<file path="config.mk">
export PLATFORM = sky130hd
export DESIGN_NAME = tick_enable_gen
export DESIGN_NICKNAME = d
export VERILOG_FILES = /design/src/rtl/tick_pkg.sv /design/src/rtl/tick_prescaler.sv /design/src/rtl/tick_divider.sv /design/src/rtl/tick_enable_gen.sv
export SDC_FILE = /design/constraint.sdc
export NUM_CORES = 1
export LEC_CHECK = 0
export ABC_AREA = 1
export BUFFER_PORTS_ARGS = -buffer_cell sky130_fd_sc_hd__buf_2
export CAP_MARGIN = 40
export CORE_MARGIN = 5
export CORE_UTILIZATION = 45
export DETAILED_ROUTE_END_ITERATION = 7
export GPL_TIMING_DRIVEN = 0
export RECOVER_POWER = 25
export SETUP_SLACK_MARGIN = 0.3
export SYNTH_ARGS = -nofsm -noshare
export SYNTH_HDL_FRONTEND = slang
export SYNTH_SLANG_ARGS = --single-unit
</file>
<file path="constraint.sdc">
create_clock -name clk_i -period 1.9 [get_ports clk_i]
set_input_delay 0.19 -clock clk_i [delete_from_list [all_inputs] [get_ports clk_i]]
set_output_delay 0.19 -clock clk_i [all_outputs]
set_load 0.01 [all_outputs]
</file>
<file path="src/rtl/tick_pkg.sv">
package tick_pkg;
  localparam int unsigned PSC_W    = 8;
  localparam int unsigned SEL_W    = 4;
  localparam int unsigned MAX_LOG2 = 4;
  localparam int unsigned DCNT_W   = MAX_LOG2;

  // select code -> divider terminal count (ratio - 1), saturating at 2^MAX_LOG2
  function automatic logic [DCNT_W-1:0] sel_to_limit(input logic [SEL_W-1:0] code,
                                                      input int unsigned base);
    int unsigned l2;
    l2 = int'(code) + base;
    if (l2 > MAX_LOG2) l2 = MAX_LOG2;
    return DCNT_W'((32'd1 << l2) - 32'd1);
  endfunction
endpackage

</file>
<file path="src/rtl/tick_prescaler.sv">
module tick_prescaler
  import tick_pkg::*;
(
  input  logic             clk_i,
  input  logic             rst_ni,
  input  logic [PSC_W-1:0] ratio_m1_i,
  output logic             pulse_o
);
  logic [PSC_W-1:0] cnt_q, lim_q;

  assign pulse_o = (cnt_q == lim_q);

  always_ff @(posedge clk_i or negedge rst_ni) begin
    if (!rst_ni) begin
      cnt_q <= '0;
      lim_q <= '0;
    end else if (pulse_o) begin
      cnt_q <= '0;
      lim_q <= ratio_m1_i;  // new ratio only at wrap
    end else begin
      cnt_q <= cnt_q + 1'b1;
    end
  end

  assert_cnt_in_range_R2: assert property (@(posedge clk_i) disable iff (!rst_ni)
    cnt_q <= lim_q);
  assert_restart_at_wrap_R7: assert property (@(posedge clk_i) disable iff (!rst_ni)
    pulse_o |=> (cnt_q == '0));
  assert_limit_held_R7: assert property (@(posedge clk_i) disable iff (!rst_ni)
    !pulse_o |=> $stable(lim_q));
endmodule

</file>
<file path="src/rtl/tick_divider.sv">
module tick_divider
  import tick_pkg::*;
#(
  parameter int unsigned DIV_BASE = 0
) (
  input  logic             clk_i,
  input  logic             rst_ni,
  input  logic             pulse_i,
  input  logic [SEL_W-1:0] sel_i,
  output logic             tick_o
);
  logic [DCNT_W-1:0] dcnt_q, dlim_q;
  logic              hit;
  logic              tick_q;

  assign hit    = (dcnt_q == dlim_q);
  assign tick_o = tick_q;

  always_ff @(posedge clk_i or negedge rst_ni) begin
    if (!rst_ni) begin
      dcnt_q <= '0;
      dlim_q <= '0;
      tick_q <= 1'b0;
    end else begin
      tick_q <= pulse_i & hit;
      if (pulse_i) begin
        if (hit) begin
          dcnt_q <= '0;
          dlim_q <= sel_to_limit(sel_i, DIV_BASE);  // new select only at wrap
        end else begin
          dcnt_q <= dcnt_q + 1'b1;
        end
      end
    end
  end

  assert_dcnt_in_range_R3: assert property (@(posedge clk_i) disable iff (!rst_ni)
    dcnt_q <= dlim_q);
  assert_limit_pow2_R5: assert property (@(posedge clk_i) disable iff (!rst_ni)
    ((dlim_q + 1'b1) & dlim_q) == '0);
  assert_tick_follows_pulse_R6: assert property (@(posedge clk_i) disable iff (!rst_ni)
    tick_q |-> $past(pulse_i));
  assert_limit_held_R8: assert property (@(posedge clk_i) disable iff (!rst_ni)
    !(pulse_i && hit) |=> $stable(dlim_q));
endmodule

</file>
<file path="src/rtl/tick_enable_gen.sv">
module tick_enable_gen
  import tick_pkg::*;
#(
  parameter int unsigned NUM_CH   = 5,
  parameter int unsigned LO_CH    = 2,
  parameter int unsigned DIV_BASE = 0
) (
  input  logic                      clk_i,
  input  logic                      rst_ni,
  input  logic [2*PSC_W-1:0]        psc_cfg_i,
  input  logic [NUM_CH*SEL_W-1:0]   div_cfg_i,
  output logic [NUM_CH-1:0]         tick_o
);
  localparam int unsigned NUM_PSC = 2;

  logic [NUM_PSC-1:0] psc_pulse;

  for (genvar p = 0; p < NUM_PSC; p++) begin : g_psc
    tick_prescaler i_psc (
      .clk_i     (clk_i),
      .rst_ni    (rst_ni),
      .ratio_m1_i(psc_cfg_i[p*PSC_W +: PSC_W]),
      .pulse_o   (psc_pulse[p])
    );
  end

  for (genvar c = 0; c < NUM_CH; c++) begin : g_ch
    localparam int unsigned GRP = (c < LO_CH) ? 0 : 1;
    tick_divider #(.DIV_BASE(DIV_BASE)) i_div (
      .clk_i  (clk_i),
      .rst_ni (rst_ni),
      .pulse_i(psc_pulse[GRP]),
      .sel_i  (div_cfg_i[c*SEL_W +: SEL_W]),
      .tick_o (tick_o[c])
    );
  end

  assert_reset_quiet_R1: assert property (@(posedge clk_i)
    !rst_ni |-> (tick_o == '0));
endmodule

</file>
After elaboration in Yosys (flattened, before gate mapping):

Index checks and enable logic that the tools add are counted.

* logic and storage cells: 80
* bits in registers: 77
* output and inout bits: 5
* input port bits: 38

* reduce and logical (&&, ||, !) cells: 5
* mux-type cells: 22
* magnitude comparators: 5
* bitwise operators: 5
* shift operators: 5
* equal/unequal tests: 7
* add/sub/neg operators: 12

Operator list (number)
* 2-to-1 mux 32 bit: 10
* left shift 1 x 32 -> 4 bit (first input constant): 5
* 2-to-1 mux 4 bit: 10
* adder 4 x 1 -> 4 bit (second input constant): 5
* equality test 4 bit: 5
* > comparator 4 x 3 -> 1 bit (second input constant): 5
* subtractor 4 x 1 -> 4 bit (second input constant): 5
* adder 8 x 1 -> 8 bit (second input constant): 2
* equality test 8 bit: 2
* 2-to-1 mux 8 bit: 2
* AND reduction 2 bit: 5
* AND 1 bit: 5

Longest topological paths before layout:

* word-level depth: 6
* mapped depth: 10

Hierarchy:

From an unflattened synthesis, not the netlist that was laid out.

* cell total of the unflattened synthesis: 642
* area, all modules: 4695.8 um^2

By module, submodules not included
* tick_divider: cells each 86, seq. area each 225.2 um^2, area each 599.3 um^2, instances 5
* tick_prescaler: cells each 106, seq. area each 400.4 um^2, area each 849.6 um^2, instances 2

Worst setup path after synthesis:

OpenSTA, ideal clock, no wires.

* path kind: register to register
* start point: register g_ch[0].i_div.dcnt_q[0]
* end point: register g_ch[0].i_div.dlim_q[0]
* buffers on the path: 0
* slack: 0.589 ns
* period minus slack after synthesis: 1.311 ns
* required time: 1.783 ns
* cell stages (with the launch flop): 9
* data arrival time: 1.193 ns
* cells stage by stage: dfrtp_1 -> inv_1 -> nand2_1 -> nand2_1 -> nand2_1 -> nor2_1 -> nand3_1 -> nand2_1 -> nand2_1

* word-level cells in the longest chain between the ends: 2

Ends and longest elaborated chain
* start, declared: RTL line tick_divider.sv:12 `logic [DCNT_W-1:0] dcnt_q, dlim_q;`
* start signal, assigned: RTL line tick_divider.sv:31 `dcnt_q <= dcnt_q + 1'b1;`
* equality test 4 bit: RTL line tick_divider.sv:16 `assign hit = (dcnt_q == dlim_q);`
* AND reduction 2 bit (no line)
* end signal, assigned: RTL line tick_divider.sv:29 `dlim_q <= sel_to_limit(sel_i, DIV_BASE);`
* end, declared: RTL line tick_divider.sv:12

Every way passes these cells.
A chain may end at the register's enable or synchronous reset.

Final worst setup path:

* start point: register g_psc[1].i_psc.cnt_q[5]
* end point: register g_ch[4].i_div.dcnt_q[2]

* word-level cells in the longest chain between the ends: 1

Ends and longest elaborated chain
* start, declared: RTL line tick_prescaler.sv:9 `logic [PSC_W-1:0] cnt_q, lim_q;`
* start signal, assigned: RTL line tick_prescaler.sv:21 `cnt_q <= cnt_q + 1'b1;`
* equality test 8 bit: RTL line tick_prescaler.sv:11 `assign pulse_o = (cnt_q == lim_q);`
* end signal, assigned: RTL line tick_divider.sv:31
* end, declared: RTL line tick_divider.sv:12

Every way passes these cells.

==> impl_results.md <==
* Top-level port count at 43
* Worst-path maximum fanout at 10
* Post-DP HPWL at 6382 um
* Area grow syn2layout at 17.30%
* Fin crit period at 1.475 ns
* GRT met3 Usage at 3.463%
* Grt ovf at 0
* Detailed Route Iter0 Violations at 99
* Unrepaired setup endpoints after global routing: yes
* NumNets Final at 711
* Critical Path Start Type: flip-flop
* Clk_lat worst skew at 0.35 ns
* Relative slew margins at 48.06%
* FF-to-FF setup slack at 0.43 ns
* TNS Setup at 0 ns
* Clock root buffer master: clkbuf_8
* Global-route wire length before repair at 15200 um
* Final setup vio count at 0
* Worst path slowest cell: dfrtp_2
* Worst Setup End Kind: flip-flop
* CTS Buf Count at 9
* Fill cell count at 918
* Worst Path Buf+Inv at 2
* Hold_sp: psc_cfg_i[6]
* Final Hold Fails at 0
* Initial antenna violation count at 0
* Outcome: completed
* Syn_nets at 653
* Starting Density at 46.52%
* Fin crit share at 77.61%
* GP Congestion at 0.7658
* Data required, critical path at 2.14 ns
* Worst Reg-to-Reg Cells at 9
* Detail Route Antenna Nets at 0
* Worst R2R End: g_ch[4].i_div.dcnt_q[2]
* DRT Pass-1 Iters at 4
* Max Clk Rate at 0.6781 GHz
* DP Area at 0.004741 mm2
* Largest stage delay on the critical path at 0.44 ns
* Worst hold path endpoint: g_psc[0].i_psc.lim_q[6]
* GR Layer Usage met2 at 27.22%
* Footprint of the multi-input gates at 0.001966 mm2
* DR DRC count at 0
* Worst clock skew at 0.006474 ns
* DR vias/cell at 4.571
* N_diodes at 0
* Total Routed Length at 8615 um
* Max clock buf depth at 2
* Design area at 0.005090 mm2
* FF/Latch Area at 0.001931 mm2
* Number of synthesized register bits at 77
* Vias in the first global route at 3507
* Max-cap violations at 0
* Worst path most repeated cell: nand2_1
* CP arrival at 1.71 ns
* R2r startpoint: g_psc[1].i_psc.cnt_q[5]
* CP Launch Point: g_psc[1].i_psc.cnt_q[5]
* # H-tree levels at 3
* Syn avg cell area at 7.196 um2
* Yosys cell types at 17
* Ys Warns at 0
* GRT Overall Usage at 16.08%
* Register area share after synthesis at 44.41%
* Sink Count at 77
* Via Count at 3634
* Worst slew pin tran at 0.7791 ns
* Clock slew at reported path FFs at 0.08 ns
* Chip width at 108.2 um
* Pins Over Slew Limit at 0
* Pin count of the biggest net entering global routing at 50
* Commonest non-fill, non-tap cell in the layout: nand2_1
* FP Rows at 35
* Pwr Density at 653.8 mW/mm2
* Die ar. at 0.01171 mm2
* Top Family by Delay on Critical Path: simple AND/OR/NAND/NOR gates
* Stages on worst setup path at 9
* Hold Path Depth at 3
* DR WL/cell at 10.84 um
* Worst vdd ir at 0.3909 mV
* CTS tree: done
* Cell Area, Synth at 0.004339 mm2
* M1 GR Usage at 20.55%
* Chip Height at 108.2 um
* Global route hottest layer: met2
* Hold Crit Class: in2reg
* IO buf count at 42
* CP cell instances: inv_2 > nand2_1 > nand2_1 > nand2_1 > nor2_4 > nand2_1 > buf_4 > nand2_1 > nand2_1
* CP Class: reg2reg
* Layout cells sized above 1 at 13.96%
* Cells after Synth at 603
* Commonest cells after routing, fill and taps aside: nand2_1, inv_1, dfrtp_1, nand3_1, buf_2
* Core area at 0.009328 mm2
* Leakage power at 2.850 nW
-- stage by stage --
step                      utilization, %  setup WS, ns  instances  power, W  hold slack, ns
after global placement             50.50       0.01365        774  0.001778          0.3977
after floorplan                        -        0.5894        603  0.001703         -0.1056
after detailed placement           50.82        0.2301        775  0.001788          0.1485
after global routing               54.57        0.2789        795  0.003456         0.05181
final                              54.57        0.4254        795  0.003328         0.04305
after CTS                          53.84        0.3017        792  0.003373         0.03273
-- flip-flops by register name, summed over array words and instances, names as in the netlist --
signal	flops
g_psc.i_psc.lim_q	16
g_ch.i_div.dcnt_q	20
g_psc.i_psc.cnt_q	16
g_ch.i_div.tick_o	5
g_ch.i_div.dlim_q	20
-- worst min-delay path: cells and delay by family --
family / cells / cell delay (ns)
buffers and inverters: 1 / 0.07
AOI/OAI and AO/OA: 1 / 0.05
and+or+nand+nor: 1 / 0.04
-- cell type report --
type	instances	area share, %
multi-input cells	411	38.62
flip-flops and latches	77	37.93
inverters	100	7.375
repair buffers	47	5.310
clock buffers	13	3.319
well taps	129	3.171
plain buffers	15	2.507
clock inverters	3	1.770
-- cell usage after synthesis (all sizes together) --
library cell  count  area (um2)
nor4              2       12.51
dfrtp            77        1927
nor3              8       40.04
buf              15       121.4
o21ai            18       90.09
a21oi             2       10.01
ha               12       150.1
xnor2            15       131.4
nand2           233       874.6
nand3            62       310.3
inv             100       375.4
xor2             14       122.6
nor2             45       173.9
-- cell families (layout without fill, tap and decap cells) --
group,after synthesis,in the layout,synth area share (%)
and+or+nand+nor,350,350,32.53
buffers and inverters,115,178,11.45
DFF,77,77,44.41
xor gates and xnor gates,29,29,5.854
AOI/OAI and AO/OA,20,20,2.307
adders and majority gates,12,12,3.460
-- worst max-delay path by stage --
stage	endpoint	slack, ns
global route	g_ch[2].i_div.dcnt_q[1]	0.28
floorplan	g_ch[0].i_div.dlim_q[0]	0.59
global placement	g_ch[2].i_div.dlim_q[1]	0.01
CTS	g_ch[4].i_div.dcnt_q[2]	0.30
finish	g_ch[4].i_div.dcnt_q[2]	0.43
detailed placement	g_ch[0].i_div.dlim_q[2]	0.23
-- what timing repair did --
item                                    in CTS  in global routing
hold buffers                                 1                  0
setup buffers                                0                  3
resized for setup                            5                 15
endpoints found under the setup margin      18                 48
endpoints found under the hold margin       28                  0
-- report_power, final --
group          leakage [nW]  switching (W)  internal, W  total (W)
combinational          1.86      0.0000670    0.0000487   0.000116
clock                 0.130       0.000593     0.000982    0.00157
sequential            0.857              0      0.00164    0.00164
-- routing by layer --
layer	part of all wire [%]	vias up
met5	0	-
met4	1.3	0
met3	3.2	10
met2	47	44
met1	48	1644
li1	-	1936
No activity file was read; power rests on OpenSTA's default activity.
